==> src/rtl/hbdt_pkg.sv <==
package hbdt_pkg;

    typedef enum logic [1:0] {
        ST_OFF     = 2'd0,
        ST_GAP     = 2'd1,
        ST_HIGH_ON = 2'd2,
        ST_LOW_ON  = 2'd3
    } hb_state_e;

    // Cycles needed to cover a span, rounded up, never below one.
    function automatic int unsigned gap_cycles(input int unsigned span_ps,
                                               input int unsigned period_ps);
        int unsigned c;
        c = (span_ps + period_ps - 1) / period_ps;
        if (c == 0) c = 1;
        return c;
    endfunction

    function automatic int unsigned max_of4(input int unsigned a, input int unsigned b,
                                            input int unsigned c, input int unsigned d);
        int unsigned m;
        m = a;
        if (b > m) m = b;
        if (c > m) m = c;
        if (d > m) m = d;
        return m;
    endfunction

endpackage

==> src/rtl/hbdt_preset_sel.sv <==
module hbdt_preset_sel #(
    parameter int unsigned LVL_W = 8,
    parameter int unsigned TH_A  = 59,
    parameter int unsigned TH_B  = 92,
    parameter int unsigned TH_C  = 146,
    parameter int unsigned CNT_W = 3,
    parameter int unsigned GAP0  = 1,
    parameter int unsigned GAP1  = 2,
    parameter int unsigned GAP2  = 3,
    parameter int unsigned GAP3  = 5
) (
    input  logic             clk,
    input  logic             rst_n,
    input  logic             sample_en,
    input  logic [LVL_W-1:0] level,
    output logic [1:0]       mode_q,
    output logic [CNT_W-1:0] limit
);
    localparam int unsigned N_TH = 3;
    localparam int unsigned TH_TAB [N_TH] = '{TH_A, TH_B, TH_C};

    logic [N_TH-1:0] above;
    logic [1:0]      band_d;

    // One comparator per threshold; the band is the number of thresholds met.
    for (genvar i = 0; i < N_TH; i++) begin : g_cmp
        assign above[i] = ({1'b0, level} >= (LVL_W + 1)'(TH_TAB[i]));
    end

    assign band_d = 2'(above[0]) + 2'(above[1]) + 2'(above[2]);

    always_ff @(posedge clk or negedge rst_n) begin
        if (!rst_n) begin
            mode_q <= 2'd0;
        end else if (sample_en) begin
            mode_q <= band_d;
        end
    end

    always_comb begin
        unique case (mode_q)
            2'd0:    limit = CNT_W'(GAP0);
            2'd1:    limit = CNT_W'(GAP1);
            2'd2:    limit = CNT_W'(GAP2);
            default: limit = CNT_W'(GAP3);
        endcase
    end

endmodule

==> src/rtl/hbdt_interval_timer.sv <==
module hbdt_interval_timer #(
    parameter int unsigned CNT_W = 3
) (
    input  logic             clk,
    input  logic             rst_n,
    input  logic             clear,
    input  logic [CNT_W-1:0] limit,
    output logic             expired
);
    logic [CNT_W-1:0] cnt_q;

    always_ff @(posedge clk or negedge rst_n) begin
        if (!rst_n) begin
            cnt_q <= '0;
        end else if (clear) begin
            cnt_q <= '0;
        end else if (cnt_q != {CNT_W{1'b1}}) begin
            cnt_q <= cnt_q + CNT_W'(1);
        end
    end

    // The count holds the number of gap cycles already spent.
    assign expired = (cnt_q == (limit - CNT_W'(1)));

endmodule

==> src/rtl/hbdt_gate_fsm.sv <==
module hbdt_gate_fsm
    import hbdt_pkg::*;
(
    input  logic clk,
    input  logic rst_n,
    input  logic run_ok,
    input  logic pwm,
    input  logic gap_done,
    output logic timer_clear,
    output logic sample_en,
    output logic gate_hi,
    output logic gate_lo
);
    hb_state_e state_q, state_d;
    logic      dir_q, dir_d;
    logic      retarget;

    always_comb begin
        state_d  = state_q;
        dir_d    = dir_q;
        retarget = 1'b0;
        if (!run_ok) begin
            state_d = ST_OFF;                          // T_FAULT
        end else begin
            unique case (state_q)
                ST_OFF: begin
                    state_d = ST_GAP;                  // T_WAKE
                    dir_d   = pwm;
                end
                ST_GAP: begin
                    if (pwm != dir_q) begin
                        dir_d    = pwm;                // T_RETARGET
                        retarget = 1'b1;
                    end else if (gap_done) begin
                        state_d = dir_q ? ST_HIGH_ON   // T_EXPIRE_HI
                                        : ST_LOW_ON;   // T_EXPIRE_LO
                    end
                end
                ST_HIGH_ON: begin
                    if (!pwm) begin
                        state_d = ST_GAP;              // T_HIGH_RELEASE
                        dir_d   = 1'b0;
                    end
                end
                ST_LOW_ON: begin
                    if (pwm) begin
                        state_d = ST_GAP;              // T_LOW_RELEASE
                        dir_d   = 1'b1;
                    end
                end
                default: state_d = ST_OFF;
            endcase
        end
    end

    assign timer_clear = !((state_q == ST_GAP) && (state_d == ST_GAP) && !retarget);
    assign sample_en   = (state_q == ST_OFF);

    // State register.
    always_ff @(posedge clk or negedge rst_n) begin
        if (!rst_n) begin
            state_q <= ST_OFF;
            dir_q   <= 1'b0;
        end else begin
            state_q <= state_d;
            dir_q   <= dir_d;
        end
    end

    // Registered gate outputs follow the next state.
    always_ff @(posedge clk or negedge rst_n) begin
        if (!rst_n) begin
            gate_hi <= 1'b0;
            gate_lo <= 1'b0;
        end else begin
            gate_hi <= (state_d == ST_HIGH_ON);
            gate_lo <= (state_d == ST_LOW_ON);
        end
    end

endmodule

==> src/rtl/hbdt_gate_driver.sv <==
module hbdt_gate_driver #(
    parameter int unsigned LVL_W         = 8,
    parameter int unsigned TH_A          = 59,
    parameter int unsigned TH_B          = 92,
    parameter int unsigned TH_C          = 146,
    parameter int unsigned REF_PERIOD_PS = 25000,
    parameter int unsigned DT0_PS        = 25000,
    parameter int unsigned DT1_PS        = 45000,
    parameter int unsigned DT2_PS        = 75000,
    parameter int unsigned DT3_PS        = 105000
) (
    input  logic             clk,
    input  logic             rst_n,
    input  logic             pwm_in,
    input  logic [LVL_W-1:0] sel_level,
    input  logic             shutdown,
    input  logic             supply_a_ok,
    input  logic             supply_b_ok,
    output logic             gate_hi,
    output logic             gate_lo,
    output logic [1:0]       dt_mode
);
    localparam int unsigned GAP0    = hbdt_pkg::gap_cycles(DT0_PS, REF_PERIOD_PS);
    localparam int unsigned GAP1    = hbdt_pkg::gap_cycles(DT1_PS, REF_PERIOD_PS);
    localparam int unsigned GAP2    = hbdt_pkg::gap_cycles(DT2_PS, REF_PERIOD_PS);
    localparam int unsigned GAP3    = hbdt_pkg::gap_cycles(DT3_PS, REF_PERIOD_PS);
    localparam int unsigned GAP_MAX = hbdt_pkg::max_of4(GAP0, GAP1, GAP2, GAP3);
    localparam int unsigned CNT_W   = $clog2(GAP_MAX + 1);

    logic             run_ok;
    logic             sample_en;
    logic             timer_clear;
    logic             gap_done;
    logic [CNT_W-1:0] gap_limit;

    assign run_ok = !shutdown && supply_a_ok && supply_b_ok;

    hbdt_preset_sel #(
        .LVL_W(LVL_W), .TH_A(TH_A), .TH_B(TH_B), .TH_C(TH_C), .CNT_W(CNT_W),
        .GAP0(GAP0), .GAP1(GAP1), .GAP2(GAP2), .GAP3(GAP3)
    ) u_sel (
        .clk      (clk),
        .rst_n    (rst_n),
        .sample_en(sample_en),
        .level    (sel_level),
        .mode_q   (dt_mode),
        .limit    (gap_limit)
    );

    hbdt_interval_timer #(.CNT_W(CNT_W)) u_tmr (
        .clk    (clk),
        .rst_n  (rst_n),
        .clear  (timer_clear),
        .limit  (gap_limit),
        .expired(gap_done)
    );

    hbdt_gate_fsm u_fsm (
        .clk        (clk),
        .rst_n      (rst_n),
        .run_ok     (run_ok),
        .pwm        (pwm_in),
        .gap_done   (gap_done),
        .timer_clear(timer_clear),
        .sample_en  (sample_en),
        .gate_hi    (gate_hi),
        .gate_lo    (gate_lo)
    );

endmodule

==> config.mk <==
export PLATFORM = sky130hd
export DESIGN_NAME = hbdt_gate_driver
export DESIGN_NICKNAME = d
export VERILOG_FILES = /design/src/rtl/hbdt_pkg.sv /design/src/rtl/hbdt_preset_sel.sv /design/src/rtl/hbdt_interval_timer.sv /design/src/rtl/hbdt_gate_fsm.sv /design/src/rtl/hbdt_gate_driver.sv
export SDC_FILE = /design/constraint.sdc
export NUM_CORES = 1
export LEC_CHECK = 0
export ABC_CLOCK_PERIOD_IN_PS = 1900
export BUFFER_PORTS_ARGS = -buffer_cell sky130_fd_sc_hd__buf_2
export CAP_MARGIN = 15
export CORE_MARGIN = 2
export CORE_UTILIZATION = 45
export DETAILED_ROUTE_END_ITERATION = 6
export HOLD_SLACK_MARGIN = 0.03
export PLACE_DENSITY = 0.75
export SLEW_MARGIN = 15
export SYNTH_ARGS = -nofsm -noshare
export SYNTH_HDL_FRONTEND = slang
export SYNTH_HIERARCHICAL = 1
export SYNTH_SLANG_ARGS = --single-unit
==> constraint.sdc <==
create_clock -name clk -period 1.9 [get_ports clk]
set_input_delay 0.19 -clock clk [delete_from_list [all_inputs] [get_ports clk]]
set_output_delay 0.19 -clock clk [all_outputs]
set_load 0.05 [all_outputs]
==> results of run 1 <==
## Yosys cell counts
cell type,count
dfrtp_1,10
inv_1,6
ha_1,5
nor2_1,5
a21oi_1,4
mux2i_1,4
o21ai_0,3
xor2_1,3
nand2_1,2
nand3_1,2
o31a_1,2
xnor2_1,2
a21boi_0,1
a21o_2,1
a22o_1,1
a32o_1,1
and3_1,1
and3_2,1
and3b_1,1
buf_2,1
buf_4,1
fa_1,1
mux2_2,1
nand2_2,1
nand3b_1,1
nand4_1,1
nor3_1,1
nor3_2,1
or4_1,1
xor3_1,1
## stage by stage
stage | setup TNS (ps) | instance area, µm²
floorplan | -330 | 714
global placement | 0 | 806
detailed placement | -36.0 | 806
CTS | 0 | 865
global route | -274 | 883
finish | 0 | 883
## state kept, by name, summed over array words and instances, names as in the netlist
name,flops
u_fsm/gate_hi,1
u_fsm/dir_q,1
u_fsm/state_q,2
u_sel/mode_q,2
u_fsm/gate_lo,1
u_tmr/cnt_q,3
## routing by layer
layer  vias up  part of all wire, %  track usage [%]
met4         0                    0             3.75
met3         0                  4.5             7.66
li1        280                    -                -
met5         -                    0                0
met1       251                   41             17.8
met2        12                   54             27.0
## power groups by stage
stage	registers, W	logic (W)	clock network (W)
final	0.000246	0.000258	0.000155
after global routing	0.000247	0.000282	0.000178
after CTS	0.000245	0.000233	0.000163
after detailed placement	0.000251	0.000211	0
after global placement	0.000251	0.000203	0
after floorplan	0.000274	0.000139	0
## worst max-delay path by stage
stage                                end  slack [ps]  depth (start not counted)
after floorplan           u_tmr/cnt_q[0]         -70                          9
after global placement     u_fsm/gate_hi          10                          9
after detailed placement   u_fsm/gate_hi         -30                          9
after CTS                  u_fsm/gate_hi          20                         10
after global routing       u_fsm/gate_hi         -80                         10
final                     u_tmr/cnt_q[0]          20                          9
## final cells by class
| type | count | area, µm² | share of cell area, % |
|---|---|---|---|
| clock buffers | 4 | 26.3 | 2.97 |
| inverters | 6 | 22.5 | 2.55 |
| multi-input cells | 48 | 438 | 49.6 |
| flip-flops and latches | 10 | 253 | 28.6 |
| well taps | 15 | 18.8 | 2.12 |
| repair buffers | 22 | 125 | 14.2 |
## cells by family (layout without fill, tap and decap cells)
kind of cell / Yosys count / after routing
AND/OR/NAND/NOR: 18 / 18
flip-flops: 10 / 10
XOR/XNOR: 6 / 6
adder cells (fa/ha/maj): 6 / 6
multiplexers: 5 / 5
AO/OA/AOI/OAI: 13 / 13
buffers and inverters: 8 / 32
## what timing repair did
item                                    in CTS  in global routing
pin swaps                                    5                  0
hold endpoints to repair                    10                  0
gates resized for setup                      1                  3
hold buffers                                 1                  0
endpoints found under the setup margin       3                  5
buffers inserted                             3                  1
==> out/results.ini, run 1 <==
[status]
outcome = finished clean

[drt]
drc = 0
totalWireLength_um = 1290
ant_nets = 0
first_iter_violations = 1
drtPass1Iterations = 2
routedWlPerCell_um = 12.2
viasPerCell = 5.17
route.vias.total = 543

[worst_hold_path]
hold_path_depth = 2
worstHoldStart = pwm_in
hp-class = in -> reg
min_to = u_fsm/gate_lo

[pwr]
peakVddDrop_v = 0.000411
p_sw_w = 0.000222
p_leak_nw = 0.443
p_total_w = 0.000659
p_int_w = 0.000437
p_per_area_nw_per_um2 = 746
netSwitchingFraction_pct = 33.7
p_clk_share_pct = 23.6
p_seq_share_pct = 37.3
p_comb_share_pct = 39.1

[worst_setup_path]
crit_chain = inv_2, ha_4, inv_2, inv_2, ha_4, xnor2_2, nor3_4, or4_4, nor2_1
path_common_cell = inv_2
r2r.worst_path.cells = 9
worstSetupPathType = reg -> reg
arrival_ps = 2080
regToRegStartpoint = u_sel/mode_q[1]
critical_path.max_fanout = 3
startpoint = u_sel/mode_q[1]
endpoint_kind = register
reg2reg_setup_slack_ps = 20
slowest_delay_ps = 510
critPathBufInv = 3
cp_slowest_cell = or4_4
critPathLaunchType = register
crit_family = simple AND/OR/NAND/NOR gates
required_ps = 2100
r2r_end = u_tmr/cnt_q[0]

[sta]
final.min_clock_period_ps = 1880
final.period_utilization_pct = 99.1
slew_headroom_pct = 80.2
setup_ws_ps = 16.6
finalSetupViolCount = 0
hold_violations = 0
max_freq_mhz = 531
fin_hold_ws_ps = 221
rsz0062_at_grt = yes
slew_viol_final = 0
worstMarginPinSlew_ps = 295
clock_skew_ps = 2.66

[place]
gp_congestion = 0.703
hpwl_um = 965
dp_slack_ps = -26.5
dp_cells = 96
io_buffers = 17

[synth]
synth-compound-area-share_pct = 13.0
ys_types = 30
yosys-top-cells-area = dfrtp_1, ha_1, mux2i_1
ys_ff_latch = 10
synth.area.mux_share_pct = 7.59
synth_top_cell_by_area = dfrtp_1
synth_simple_gate_area_share_pct = 15.0
syn_area_um2 = 676
synthCells = 66
synth_top_family_by_area = simple AND/OR/NAND/NOR gates
syn-num-nets = 86
avgSynthCellArea_um2 = 10.2
yosysSeqAreaShare_pct = 37.0
ys_warn_count = 6
synth_fa_ha_area_share_pct = 12.2
synth_xor_xnor_area_share_pct = 10.0
yosysTopAreaCellShare_pct = 37.0

[die]
start_util_pct = 50.0
core.rowCount = 13
die_x_um = 42.8
core_um2 = 1350
die_h_um = 42.8
die_area_um2 = 1830
io_pins = 18

[cells_and_area]
fin_nets = 111
syn2layout_area_growth_pct = 30.7
antenna_cells = 0
fin_util_pct = 65.4
fill_cells = 119
drive_gt1_share_pct = 45.6
final_cells = 105
final_cell_mix = buf_2, dfrtp_1
final_common_cell = buf_2

[clock_network]
cts_sinks = 10
htree_levels = 1
root_buffer = clkbuf_4
cts_buffers = 3
cts.path.max_buffers = 2
clock_latency_ps = 260
cts_tree = done
clkTransAtPathRegs_ps = 70

[global_route]
grt_pass1_vias = 514
grt_max_degree = 11
antenna_found_initial = 0
grtUsageTotal_pct = 15.9
grt_pass1_wl_um = 2120
overflow = 0

[flow_run]
cap_violations = 0

(Power assumes the default switching activity.)
==> run 2, diff against run 1 <==
BUFFER_PORTS_ARGS = not set   (was -buffer_cell sky130_fd_sc_hd__buf_2)
CTS_CLUSTER_SIZE = 14   (was not set)
DONT_BUFFER_PORTS = 1   (was not set)
MAX_ROUTING_LAYER = met4   (was not set)
PLACE_DENSITY = 0.64   (was 0.75)
==> out/results.ini, run 2 (synthesis gave the netlist of run 1 again) <==
[status]
outcome = complete, but fails checks
violations = negative setup slack

[clock_network]
cts.path.max_buffers = 2  ; unchanged
clkTransAtPathRegs_ps = 60  ; about the same
clock_latency_ps = 260  ; about the same
cts_tree = done
cts_buffers = 3  ; unchanged
htree_levels = 1  ; unchanged
root_buffer = clkbuf_4
cts_sinks = 10  ; unchanged

[global_route]
grtUsageTotal_pct = 16.0  ; +0.084 points
grt_pass1_wl_um = 2100  ; -0.66%
overflow = 0  ; unchanged
grt_max_degree = 11  ; unchanged
antenna_found_initial = 0  ; unchanged
grt_pass1_vias = 474  ; -7.8%

[die]
core.rowCount = 13  ; unchanged
core_um2 = 1350  ; unchanged
io_pins = 18  ; unchanged
die_x_um = 42.8  ; unchanged
start_util_pct = 50.0  ; unchanged
die_area_um2 = 1830  ; unchanged
die_h_um = 42.8  ; unchanged

[drt]
route.vias.total = 537  ; -1.1%
first_iter_violations = 7  ; +6
ant_nets = 0  ; unchanged
viasPerCell = 5.77  ; +12%
drtPass1Iterations = 4  ; +2
routedWlPerCell_um = 13.2  ; +7.4%
totalWireLength_um = 1220  ; -4.9%
drc = 0  ; unchanged

[sta]
final.period_utilization_pct = 103  ; +3.7 points
setup_ws_ps = -54.0  ; -70.6 ps
max_freq_mhz = 512  ; -3.6%
worstMarginPinSlew_ps = 449  ; +154 ps
hold_violations = 0  ; unchanged
fin_setup_tns_ps = -148  ; -148 ps
fin_hold_ws_ps = 117  ; -104 ps
finalSetupViolCount = 5  ; +5
slew_viol_final = 0  ; unchanged
rsz0062_at_grt = yes
final.min_clock_period_ps = 1950  ; +70.6 ps
clock_skew_ps = 8.72  ; +6.06 ps
slew_headroom_pct = 70.0  ; -10 points

[place]
dp_cells = 83  ; -14%
io_buffers = 0  ; -17
gp_congestion = 0.729  ; +3.8%
hpwl_um = 881  ; -8.7%
dpl-instance-area_um2 = 751  ; -6.8%
dp_slack_ps = -82.5  ; -56.0 ps

[worst_setup_path]
worstSetupPathType = reg -> reg
arrival_ps = 2140  ; +60 ps
critPathBufInv = 3  ; unchanged
endpoint_kind = register
critical_path.max_fanout = 3  ; unchanged
path_common_cell = inv_2
slowest_delay_ps = 410  ; -100 ps
crit_chain = inv_2, ha_4, inv_2, inv_2, ha_4, xnor2_4, nor3_4, nand3_1, mux2i_1, and3_1
crit_family = simple AND/OR/NAND/NOR gates
cp_slowest_cell = dfrtp_2
critPathLaunchType = register
required_ps = 2090  ; about the same

[cells_and_area]
reg_top3 = u_tmr/cnt_q (3), u_fsm/state_q (2), u_sel/mode_q (2)
top_register = u_tmr/cnt_q
antenna_cells = 0  ; unchanged
final_cells = 93  ; -11%
drive_gt1_share_pct = 35.9  ; -9.7 points
fin_nets = 99  ; -11%
syn2layout_area_growth_pct = 26.7
final_area_um2 = 856  ; -3.1%
largest_register_ff_count = 3  ; unchanged
final_cell_mix = buf_4, dfrtp_1, nor2_1, mux2i_1

[pwr]
peakVddDrop_v = 0.000425  ; +3.2%
p_per_area_nw_per_um2 = 783  ; +4.9%
p_leak_nw = 0.401  ; -9.6%

[worst_hold_path]
hp-class = in -> reg

[flow_run]
cap_violations = 0  ; unchanged

[run 2: what timing repair did]
item | in CTS | in global routing
endpoints found under the hold margin | 12 | 0
hold buffers | 2 | 0
setup endpoints to repair | 4 | 7
pin swaps | 2 | 2
gates resized for setup | 3 | 2
setup buffers | 3 | 1
[run 2: stage by stage]
step | power [W] | util [%]
final | 0.000670 | 63.4
after detailed placement | 0.000454 | 55.6
after global placement | 0.000450 | 55.6
after global routing | 0.000709 | 63.4
after floorplan | 0.000413 | -
after CTS | 0.000669 | 62.2
[run 2: worst paths after layout]
| kind | to | cells past startpoint | start | slack [ps] |
|---|---|---|---|---|
| setup / recovery | u_fsm/gate_hi | 10 | u_sel/mode_q[1] | -50 |
| hold / removal | u_fsm/gate_hi | 1 | pwm_in | 120 |
| setup reg to reg | u_fsm/gate_hi | 10 | u_sel/mode_q[1] | -50 |
| hold reg to reg | u_tmr/cnt_q[2] | 2 | u_tmr/cnt_q[2] | 590 |
| max in group asynchronous | u_sel/mode_q[0] | 1 | rst_n | 1260 |
| min in group asynchronous | u_fsm/state_q[1] | 1 | rst_n | 310 |
[run 2: where the power goes]
part | internal (W) | switching [W]
Sequential | 0.000227 | 0.0000188
Clock | 0.0000808 | 0.0000648
Combinational | 0.000145 | 0.000133
Total | 0.000453 | 0.000216
[run 2: layout make-up]
type,instances,area (µm²)
Fill cell,103,494
Sequential cell,10,253
Tap cell,15,18.8
Timing Repair Buffer,10,80.1
Multi-Input combinational cell,48,455
Inverter,6,22.5
Clock buffer,4,26.3
[run 2: worst reg2reg max path: cells and delay by family, from the launching register on]
family        cells  cell delay [ps]
mux               1              200
xor+xnor          1              130
fa+ha+maj         2              450
flops             1              410
simple gates      3              530
buf+inv           3              160
[run 2: layer usage]
| metal | vias up | wire, µm | GRT usage, % |
|---|---|---|---|
| met5 | - | 0 | - |
| met4 | 0 | 0 | 3.75 |
| met3 | 0 | 88 | 7.66 |
| met2 | 19 | 611 | 23.0 |
| met1 | 261 | 524 | 20.2 |
| li1 | 257 | - | - |
==> run 3, diff against run 2 <==
CORE_MARGIN = 8   (was 2)
CORE_UTILIZATION = 30   (was 45)
PLACE_DENSITY = 0.52   (was 0.64)
==> out/results.ini, run 3 (synthesis gave the netlist of run 1 again) <==
[status]
outcome = complete, but fails checks
violations = negative setup slack

[clock_network]
cts_buffers = 3  ; unchanged
cts.path.max_buffers = 2  ; unchanged
cts_tree = done
cts_sinks = 10  ; unchanged
clock_latency_ps = 260  ; about the same
root_buffer = clkbuf_4
clkTransAtPathRegs_ps = 70  ; about the same
htree_levels = 1  ; unchanged

[cells_and_area]
final_cell_mix = dfrtp_1, buf_4, mux2i_1, a21oi_1
syn2layout_area_growth_pct = 25.2
antenna_cells = 0  ; unchanged
largest_register_ff_count = 3  ; unchanged
fin_nets = 95  ; -4.0%
top_register = u_tmr/cnt_q
drive_gt1_share_pct = 32.4  ; -3.5 points
reg_top3 = u_tmr/cnt_q (3), u_fsm/state_q (2), u_sel/mode_q (2)
fin_util_pct = 39.0  ; -24 points
final_common_cell = dfrtp_1

[sta]
max_freq_mhz = 524  ; +2.3%
worstMarginPinSlew_ps = 481  ; +32.2 ps
rsz0062_at_grt = yes
hold_violations = 0  ; unchanged
setup_ws_ps = -9.77  ; +44.2 ps
final.min_clock_period_ps = 1910  ; -44.2 ps
slew_viol_final = 0  ; unchanged
final.period_utilization_pct = 101  ; -2.3 points
fin_hold_ws_ps = 89.4  ; -28.0 ps
slew_headroom_pct = 67.8  ; -2.2 points
clock_skew_ps = 2.94  ; -5.78 ps
finalSetupViolCount = 3  ; -2

[die]
core_um2 = 2170  ; +61%
die_area_um2 = 4030  ; +120%
core.rowCount = 17  ; +4
die_h_um = 63.5  ; +48%
start_util_pct = 31.1  ; -19 points
die_x_um = 63.5  ; +48%
io_pins = 18  ; unchanged

[global_route]
grt_pass1_vias = 491  ; +3.6%
grtUsageTotal_pct = 7.41  ; -8.6 points
overflow = 0  ; unchanged
grt_pass1_wl_um = 2310  ; +9.8%
antenna_found_initial = 0  ; unchanged
grt_max_degree = 11  ; unchanged

[pwr]
p_per_area_nw_per_um2 = 810  ; +3.6%
p_leak_nw = 0.385  ; -3.9%
peakVddDrop_v = 0.000481  ; +13%

[worst_setup_path]
required_ps = 2100  ; about the same
critPathLaunchType = register
critical_path.max_fanout = 4  ; +1
endpoint_kind = register
worstSetupPathType = reg -> reg
arrival_ps = 2110  ; -30 ps

[flow_run]
cap_violations = 0  ; unchanged

[drt]
drc = 0  ; unchanged
routedWlPerCell_um = 12.6  ; -4.3%
totalWireLength_um = 1280  ; +5.0%
ant_nets = 0  ; unchanged
drtPass1Iterations = 2  ; -2
viasPerCell = 4.84  ; -16%
route.vias.total = 494  ; -8.0%
first_iter_violations = 6  ; -1

[place]
io_buffers = 0  ; unchanged
hpwl_um = 951  ; +8.0%
gp_congestion = 0.662  ; -9.3%

[worst_hold_path]
hp-class = in -> reg

==> run 3: final cells by class <==
cell class / instances / area [µm²]
Inverter: 6 / 22.5
Sequential cell: 10 / 253
Tap cell: 28 / 35.0
Clock buffer: 4 / 36.3
Multi-Input combinational cell: 48 / 449
Fill cell: 232 / 1320
Timing Repair Buffer: 6 / 50.0
==> run 3: power breakdown <==
part           internal [W]  switching [W]
combinational      0.000126       0.000121
sequential         0.000227      0.0000187
clock              0.000116      0.0000761
==> run 3: path summary, 6_finish.rpt <==
| kind | startpoint | to | slack, ps | cells past startpoint |
|---|---|---|---|---|
| hold / removal | pwm_in | u_fsm/gate_hi | 90 | 1 |
| min in group asynchronous | rst_n | u_fsm/dir_q | 320 | 1 |
| setup / recovery | u_sel/mode_q[1] | u_tmr/cnt_q[2] | -10 | 9 |
| setup reg to reg | u_sel/mode_q[1] | u_tmr/cnt_q[2] | -10 | 9 |
| hold reg to reg | u_sel/mode_q[0] | u_sel/mode_q[0] | 570 | 1 |
| max in group asynchronous | rst_n | u_sel/mode_q[0] | 1230 | 1 |
==> run 3: per-layer routing <==
metal | GRT usage [%] | share of wire [%] | wire length, µm | up-vias
li1 | - | - | - | 248
met1 | 8.02 | 43 | 555 | 233
met2 | 11.5 | 50 | 643 | 13
met3 | 4.24 | 6.6 | 85 | 0
met4 | 1.67 | 0 | 0 | 0
met5 | - | 0 | 0 | -
==> run 3: through the flow <==
step	instance area [µm²]	instances	total power, W	setup TNS (ps)	setup slack [ps]
2_1_floorplan	714	66	0.000413	-330	-70.5
3_3_place_gp	752	94	0.000442	-46.4	-28.4
3_5_place_dp	752	94	0.000446	-37.6	-24.9
4_1_cts	833	101	0.000692	-41.0	-17.5
5_1_grt	846	102	0.000734	-475	-115
6_report	846	102	0.000685	-11.7	-9.77
==> run 3: critical path, cell delays in order, from the launching register on <==
cell and delay [ps]:
dfrtp_2 410, inv_2 80, ha_4 200, inv_2 40, inv_2 30, ha_4 250, xnor2_4 150, nor3_4 70
or4_4 520, nor2_1 100
==> run 3: timing repair <==
action                                  in CTS  in global routing
hold buffers                                 2                  0
pin swaps                                    1                  0
endpoints found under the setup margin       2                  5
buffers inserted                             1                  1
hold endpoints to repair                    12                  0
gates resized for setup                      2                  2
